### src/rtl/sar_pkg.sv
package sar_pkg;

  typedef enum logic [1:0] {
    PH_IDLE,
    PH_ACQ,
    PH_CONV,
    PH_HOLD
  } phase_e;

  localparam int ACQ_CODE_W = 3;
  localparam int ACQ_CNT_W  = 5;
  localparam int TRIG_W     = 4;
  localparam logic [TRIG_W-1:0] TRIG_SPECIAL = 4'b1011;

  localparam logic [1:0] SEL_CTRL   = 2'd0;
  localparam logic [1:0] SEL_RESULT = 2'd1;
  localparam logic [1:0] SEL_FLAG   = 2'd2;

  function automatic logic [ACQ_CNT_W-1:0] acq_ticks(input logic [ACQ_CODE_W-1:0] code);
    logic [ACQ_CNT_W-1:0] n;
    case (code)
      3'd0:    n = 5'd0;
      3'd1:    n = 5'd2;
      3'd2:    n = 5'd4;
      3'd3:    n = 5'd6;
      3'd4:    n = 5'd8;
      3'd5:    n = 5'd12;
      3'd6:    n = 5'd16;
      default: n = 5'd20;
    endcase
    return n;
  endfunction

endpackage

### src/rtl/sar_tick_div.sv
module sar_tick_div #(
  parameter int DIV_W = 4
) (
  input  logic             clk,
  input  logic             rst,
  input  logic             en_i,
  input  logic [DIV_W-1:0] div_i,
  output logic             tick_o
);

  logic [DIV_W-1:0] cnt;

  always_ff @(posedge clk) begin
    if (rst || !en_i) begin
      cnt    <= '0;
      tick_o <= 1'b0;
    end else if (cnt >= div_i) begin
      cnt    <= '0;
      tick_o <= 1'b1;
    end else begin
      cnt    <= cnt + 1'b1;
      tick_o <= 1'b0;
    end
  end

endmodule

### src/rtl/sar_bit_engine.sv
module sar_bit_engine #(
  parameter int RES_W = 10
) (
  input  logic             clk,
  input  logic             rst,
  input  logic             clear_i,
  input  logic             begin_i,
  input  logic             step_i,
  input  logic             comp_i,
  output logic [RES_W-1:0] code_o,
  output logic [RES_W-1:0] resolved_o
);

  localparam int IDX_W = (RES_W > 1) ? $clog2(RES_W) : 1;
  localparam logic [IDX_W-1:0] TOP_IDX = IDX_W'(RES_W - 1);

  logic [IDX_W-1:0] idx;

  // Current code with the bit under trial replaced by the comparator decision.
  always_comb begin
    resolved_o      = code_o;
    resolved_o[idx] = comp_i;
  end

  always_ff @(posedge clk) begin
    if (rst || clear_i) begin
      code_o <= '0;
      idx    <= TOP_IDX;
    end else if (begin_i) begin
      code_o          <= '0;
      code_o[TOP_IDX] <= 1'b1;
      idx             <= TOP_IDX;
    end else if (step_i) begin
      code_o[idx] <= comp_i;
      if (idx != '0) begin
        code_o[idx - 1'b1] <= 1'b1;
        idx                <= idx - 1'b1;
      end
    end
  end

endmodule

### src/rtl/sar_seq_fsm.sv
module sar_seq_fsm
  import sar_pkg::*;
#(
  parameter int RES_W      = 10,
  parameter int CNT_IN_W   = 5,
  parameter int HOLD_TICKS = 2
) (
  input  logic                clk,
  input  logic                rst,
  input  logic                tick_i,
  input  logic                go_i,
  input  logic                abort_i,
  input  logic [CNT_IN_W-1:0] acq_ticks_i,
  output logic                sample_sw_o,
  output logic                done_o,
  output logic                sar_clear_o,
  output logic                sar_begin_o,
  output logic                sar_step_o,
  output phase_e              phase_o
);

  localparam int STEP_W = $clog2(RES_W + 1);
  localparam int CW     = (CNT_IN_W > STEP_W) ? CNT_IN_W : STEP_W;
  localparam logic [CW-1:0] LAST_STEP = CW'(RES_W);
  localparam logic [CW-1:0] HOLD_LAST = CW'(HOLD_TICKS - 1);
  localparam logic [CW-1:0] ONE       = CW'(1);

  phase_e        ph;
  logic [CW-1:0] cnt;
  logic          in_conv;
  logic          active;

  assign phase_o     = ph;
  assign in_conv     = (ph == PH_CONV);
  assign active      = (ph == PH_ACQ) || (ph == PH_CONV);
  assign sar_begin_o = tick_i & in_conv & (cnt == '0) & ~abort_i;
  assign sar_step_o  = tick_i & in_conv & (cnt != '0) & ~abort_i;
  assign done_o      = sar_step_o & (cnt == LAST_STEP);
  assign sar_clear_o = (abort_i & active) | done_o;

  always_ff @(posedge clk) begin
    if (rst) begin
      ph          <= PH_IDLE;
      cnt         <= '0;
      sample_sw_o <= 1'b1;
    end else if (abort_i && active) begin
      ph          <= PH_HOLD;
      cnt         <= HOLD_LAST;
      sample_sw_o <= 1'b1;
    end else if (tick_i) begin
      case (ph)
        PH_IDLE: begin
          if (go_i && !abort_i) begin
            if (acq_ticks_i == '0) begin
              ph          <= PH_CONV;
              cnt         <= '0;
              sample_sw_o <= 1'b0;
            end else begin
              ph  <= PH_ACQ;
              cnt <= CW'(acq_ticks_i) - ONE;
            end
          end
        end
        PH_ACQ: begin
          if (cnt == '0) begin
            ph          <= PH_CONV;
            sample_sw_o <= 1'b0;
          end else begin
            cnt <= cnt - ONE;
          end
        end
        PH_CONV: begin
          if (cnt == LAST_STEP) begin
            ph          <= PH_HOLD;
            cnt         <= HOLD_LAST;
            sample_sw_o <= 1'b1;
          end else begin
            cnt <= cnt + ONE;
          end
        end
        PH_HOLD: begin
          if (cnt == '0) ph <= PH_IDLE;
          else           cnt <= cnt - ONE;
        end
        default: ph <= PH_IDLE;
      endcase
    end
  end

endmodule

### src/rtl/sar_seq_top.sv
module sar_seq_top
  import sar_pkg::*;
#(
  parameter int RES_W = 10,
  parameter int DIV_W = 4
) (
  input  logic                                              clk,
  input  logic                                              rst,
  input  logic                                              wr_en_i,
  input  logic [1:0]                                        wr_sel_i,
  input  logic [((2+ACQ_CODE_W+DIV_W+TRIG_W) > RES_W ?
                 (2+ACQ_CODE_W+DIV_W+TRIG_W) : RES_W)-1:0]  wr_data_i,
  input  logic                                              trig_i,
  input  logic                                              comp_i,
  output logic                                              go_o,
  output logic                                              irq_o,
  output logic [RES_W-1:0]                                  result_o,
  output logic                                              sample_sw_o,
  output logic [RES_W-1:0]                                  dac_code_o,
  output logic                                              conv_tick_o,
  output logic                                              timer_clr_o
);

  localparam int EN_BIT  = 0;
  localparam int GO_BIT  = 1;
  localparam int ACQ_LO  = 2;
  localparam int DIV_LO  = ACQ_LO + ACQ_CODE_W;
  localparam int TRIG_LO = DIV_LO + DIV_W;

  logic                  en_q;
  logic [ACQ_CODE_W-1:0] acq_q;
  logic [DIV_W-1:0]      div_q;
  logic [TRIG_W-1:0]     trig_mode_q;
  logic                  wr_ctrl, wr_result, wr_flag;
  logic                  sw_start, sw_abort, trig_hit, trig_start;
  logic                  fsm_done, sar_clear, sar_begin, sar_step;
  logic                  res_wr_ok;
  logic [RES_W-1:0]      resolved;
  phase_e                phase;

  assign wr_ctrl   = wr_en_i && (wr_sel_i == SEL_CTRL);
  assign wr_result = wr_en_i && (wr_sel_i == SEL_RESULT);
  assign wr_flag   = wr_en_i && (wr_sel_i == SEL_FLAG);

  // Start is honoured only when the enable was already on before this write.
  assign sw_start   = wr_ctrl && wr_data_i[EN_BIT] && wr_data_i[GO_BIT] && en_q && !go_o;
  assign sw_abort   = wr_ctrl && go_o && !(wr_data_i[EN_BIT] && wr_data_i[GO_BIT]);
  assign trig_hit   = trig_i && (trig_mode_q == TRIG_SPECIAL);
  assign trig_start = trig_hit && en_q && !go_o && !sw_abort;
  assign res_wr_ok  = wr_result && (phase == PH_IDLE) && !go_o;

  always_ff @(posedge clk) begin
    if (rst) begin
      en_q        <= 1'b0;
      acq_q       <= '0;
      div_q       <= '0;
      trig_mode_q <= '0;
    end else if (wr_ctrl) begin
      en_q        <= wr_data_i[EN_BIT];
      acq_q       <= wr_data_i[ACQ_LO +: ACQ_CODE_W];
      div_q       <= wr_data_i[DIV_LO +: DIV_W];
      trig_mode_q <= wr_data_i[TRIG_LO +: TRIG_W];
    end
  end

  always_ff @(posedge clk) begin
    if (rst) begin
      go_o        <= 1'b0;
      irq_o       <= 1'b0;
      result_o    <= '0;
      timer_clr_o <= 1'b0;
    end else begin
      timer_clr_o <= trig_hit;

      if (fsm_done || sw_abort)      go_o <= 1'b0;
      else if (sw_start || trig_start) go_o <= 1'b1;

      if (fsm_done)                   irq_o <= 1'b1;
      else if (wr_flag && wr_data_i[0]) irq_o <= 1'b0;

      if (fsm_done)       result_o <= resolved;
      else if (res_wr_ok) result_o <= wr_data_i[RES_W-1:0];
    end
  end

  sar_tick_div #(.DIV_W(DIV_W)) div_i (
    .clk    (clk),
    .rst    (rst),
    .en_i   (en_q),
    .div_i  (div_q),
    .tick_o (conv_tick_o)
  );

  sar_seq_fsm #(
    .RES_W      (RES_W),
    .CNT_IN_W   (ACQ_CNT_W),
    .HOLD_TICKS (2)
  ) fsm_i (
    .clk         (clk),
    .rst         (rst),
    .tick_i      (conv_tick_o),
    .go_i        (go_o),
    .abort_i     (sw_abort),
    .acq_ticks_i (acq_ticks(acq_q)),
    .sample_sw_o (sample_sw_o),
    .done_o      (fsm_done),
    .sar_clear_o (sar_clear),
    .sar_begin_o (sar_begin),
    .sar_step_o  (sar_step),
    .phase_o     (phase)
  );

  sar_bit_engine #(.RES_W(RES_W)) eng_i (
    .clk        (clk),
    .rst        (rst),
    .clear_i    (sar_clear),
    .begin_i    (sar_begin),
    .step_i     (sar_step),
    .comp_i     (comp_i),
    .code_o     (dac_code_o),
    .resolved_o (resolved)
  );

endmodule

### config.mk
export PLATFORM = sky130hd
export DESIGN_NAME = sar_seq_top
export DESIGN_NICKNAME = d
export VERILOG_FILES = /design/src/rtl/sar_pkg.sv /design/src/rtl/sar_tick_div.sv /design/src/rtl/sar_bit_engine.sv /design/src/rtl/sar_seq_fsm.sv /design/src/rtl/sar_seq_top.sv
export SDC_FILE = /design/constraint.sdc
export NUM_CORES = 1
export LEC_CHECK = 0
export BUFFER_PORTS_ARGS = -buffer_cell sky130_fd_sc_hd__buf_4
export CAP_MARGIN = 40
export CORE_AREA = 2 2 107 109
export CTS_CLUSTER_DIAMETER = 50
export DETAILED_ROUTE_END_ITERATION = 10
export DIE_AREA = 0 0 109 111
export GPL_TIMING_DRIVEN = 0
export PLACE_DENSITY = 0.44
export SLEW_MARGIN = 20
export SYNTH_ARGS = -nofsm -noshare
export SYNTH_HDL_FRONTEND = slang
export SYNTH_SLANG_ARGS = --single-unit
### constraint.sdc
create_clock -name clk -period 5.5 [get_ports clk]
set_input_delay 1.1 -clock clk [delete_from_list [all_inputs] [get_ports clk]]
set_output_delay 1.1 -clock clk [all_outputs]
set_load 0.005 [all_outputs]
==> results_dict.tcl <==
set metrics [dict create \
    status "complete, no violations" \
    holdPathEnd "div_q[2]$_SDFFE_PP0N_" \
    crit_arrival_ns 2.53 \
    pre_cts_ws_ns 2.84 \
    cts_buffer_depth 2 \
    numCtsBuffers 5 \
    r2r_cells 7 \
    hold_viol 0 \
    avgSynthCellArea_um2 9.01 \
    first_global_vias 2800 \
    path_clk_slew_ns 0.07 \
    postCtsSetupRepairBufs 0 \
    antenna_found_initial 0 \
    die_y_um 111 \
    relSlewSlack 0.578 \
    r2r_start "eng_i.idx[0]$_SDFFE_PP1P_" \
    synth_edf_count 0 \
    worst_slew_pin_slew_ns 0.632 \
    ios 45 \
    syn_inst 359 \
    dp_cells 546 \
    slew_viol_final 0 \
    ys_ff_latch 52 \
    power_frac_comb 0.077 \
    die_x_um 109 \
    cts_sinks 52 \
    drc 0 \
    clkPwrFrac 0.418 \
    die_area_um2 12100 \
    worst-setup-path-type "input port to flip-flop" \
    grt_setup_unrepaired "no" \
    drv_cap 0 \
    yosys_warnings 0 \
    routed_wl_mm 9.34 \
    min_path_cells 2 \
    power.density_nw_per_um2 197 \
    port_buffers 43 \
    area_growth_pct 20.2 \
    crit_fanout 10 \
    crit_start "wr_en_i" \
    antenna_cells 0 \
    ys_seq_area_frac 0.322 \
    synth_ff_type "dfxtp_1" \
    wire_per_inst_um 16.9 \
    cts_tree "done" \
    ant_nets 0 \
    setup_viol 0 \
    finalNonFillerCells 554 \
    grt_overflow 0 \
    r2r-end "eng_i.code_o[0]$_SDFFE_PP0N_" \
    p_leak_nw 1.41 \
    syn_area_um2 3230 \
    min_path_type "flip-flop to flip-flop" \
    layout_setup_ws_ns 3.12 \
    fin_crit_sh 0.432 \
    vias 2837 \
    pwr-share-seq 0.504 \
    syn-num-nets 397 \
    ir_worst_vdd_v 0.000119 \
    ff2ff_setup_slack_ns 3.26 \
    finClkSkew_ns 0.0107 \
    cp_data_required_time_ns 5.66 \
    layout-drive-gt1-share 0.229 \
    drtIter0Drc 100 \
    intPower_mw 0.579 \
    start_util 0.292 \
    nets 448 \
    grt_first_pass_wirelength_mm 14.9 \
    clock-root-buffer "clkbuf_16" \
    row_count 39 \
    htreeDepth 2 \
    grt_max_degree 17 \
    post-route-min-period_ns 2.38 \
    end_kind "flip-flop" \
    p_sw_mw 0.185 \
    clk-insertion-delay-late_ns 0.29 \
    dp_hpwl_mm 6.98 \
    max_freq_mhz 421 \
    hp-start "div_q[2]$_SDFFE_PP0N_" \
    core_um2 11100 \
    vias_per_cell 5.12 \
    postCtsHoldBufs 0 \
    cts_resized 0 \
    async_flop_share 0 \
    swShare 0.242 \
    tns_ns 0 \
    drt_pass1_iterations 4 \
    synth.distinct_cells 68 \
    start_kind "input port" \
    grt_use_total 0.157 \
    gp_congestion 0.802 \
]
[logic make-up after synthesis]
| family | Yosys count | synth area share |
|---|---|---|
| muxes | 22 | 0.0716 |
| AOI/OAI and AO/OA | 96 | 0.241 |
| buffers and inverters | 41 | 0.0631 |
| xor gates and xnor gates | 8 | 0.0217 |
| adders and majority gates | 18 | 0.0697 |
| DFF | 52 | 0.322 |
| and+or+nand+nor | 122 | 0.211 |
[worst max path at each step]
stage / end / slack [ns] / cells after the start
detailed placement: fsm_i.phase_o[1]$_SDFFE_PP0P_ / 2.84 / 6
global placement: eng_i.idx[3]$_SDFFE_PP1P_ / 2.69 / 6
floorplan: eng_i.idx[1]$_SDFFE_PP0P_ / 3.19 / 6
finish: fsm_i.phase_o[1]$_SDFFE_PP0P_ / 3.12 / 6
CTS: fsm_i.phase_o[1]$_SDFFE_PP0P_ / 3.15 / 6
global route: eng_i.code_o[0]$_SDFFE_PP0N_ / 3.01 / 7
[power groups by stage]
stage | combinational (mW) | sequential (mW) | clock, mW
finish | 0.0592 | 0.385 | 0.320
global route | 0.0649 | 0.386 | 0.346
CTS | 0.0599 | 0.386 | 0.333
detailed placement | 0.0596 | 0.394 | 0
global placement | 0.0592 | 0.395 | 0
floorplan | 0.0313 | 0.394 | 0
[cell usage after synthesis, types with 3 or more instances]
library cell | n | area (um2)
inv_1 | 17 | 63.8
nand4_1 | 3 | 18.8
o21ai_0 | 9 | 45.0
nand3_1 | 7 | 35.0
nor2b_1 | 4 | 25.0
ha_1 | 18 | 225
buf_4 | 4 | 30.0
a311oi_1 | 4 | 35.0
buf_6 | 3 | 33.8
nor3b_1 | 5 | 37.5
nand2_1 | 31 | 116
nor2_1 | 26 | 97.6
a211oi_1 | 16 | 120
a221oi_1 | 3 | 26.3
a21oi_1 | 17 | 85.1
buf_2 | 10 | 50.1
mux2i_1 | 13 | 130
mux2_2 | 9 | 101
o211ai_1 | 3 | 22.5
a21o_1 | 4 | 30.0
nor3_1 | 14 | 70.1
a2111oi_0 | 10 | 87.6
dfxtp_1 | 52 | 1040
nand2b_1 | 6 | 37.5
xnor2_1 | 6 | 52.6
clkbuf_1 | 6 | 22.5
nand3b_1 | 7 | 52.6
[cell usage in the layout, fill, tap and decap left out, drive strengths merged, types with 12 or more instances in the layout]
cell type and count:
a21oi 17, nand2 31, a211oi 18, clkbuf 12, nor3 15, inv 18
nor2 26, mux2i 13, buf 62, dfxtp 52, ha 18
[flip-flops by register name, summed over array words and instances (netlist names)]
| signal | flops |
|---|---|
| eng_i.idx | 4 |
| result_o | 10 |
| acq_q | 3 |
| trig_mode_q | 4 |
| eng_i.code_o | 10 |
| div_q | 4 |
| irq_o | 1 |
| en_q | 1 |
| fsm_i.sample_sw_o | 1 |
| div_i.tick_o | 1 |
| timer_clr_o | 1 |
| div_i.cnt | 4 |
| fsm_i.cnt | 5 |
| fsm_i.phase_o | 2 |
| go_o | 1 |
[worst max-delay path, cell delays in order]
cell and delay [ns]:
buf_4 0.12, nor3b_2 0.17, buf_6 0.15, a31oi_2 0.49, nor4bb_1 0.41, nor4_2 0.08
[stage by stage]
| stage | hold WS [ns] | utilization | instance area (um2) | total power, mW |
|---|---|---|---|---|
| final | 0.459 | 0.351 | 3880 | 0.764 |
| after global routing | 0.470 | 0.351 | 3880 | 0.797 |
| after CTS | 0.459 | 0.351 | 3880 | 0.779 |
| after detailed placement | 0.448 | 0.338 | 3740 | 0.454 |
| after global placement | 0.443 | 0.337 | 3730 | 0.454 |
| after floorplan | 0.422 | - | 3230 | 0.425 |
[layer usage]
layer / vias up / GRT usage / share of wire
met1: 1363 / 0.220 / 0.49
met4: 0 / 0.0359 / 0.0095
met5: - / 0 / 0
met3: 6 / 0.0241 / 0.024
li1: 1431 / - / -
met2: 37 / 0.252 / 0.48
[cell type report]
cell class,count,area (um2)
inverters,17,63.8
flip-flops and latches,52,1040
fillers,1152,7190
multi-input cells,266,1990
repair buffers,44,330
clock buffers,6,129
plain buffers,24,140
clock inverters,2,13.8
well taps,143,179
Power figures use the tool's default switching activity.
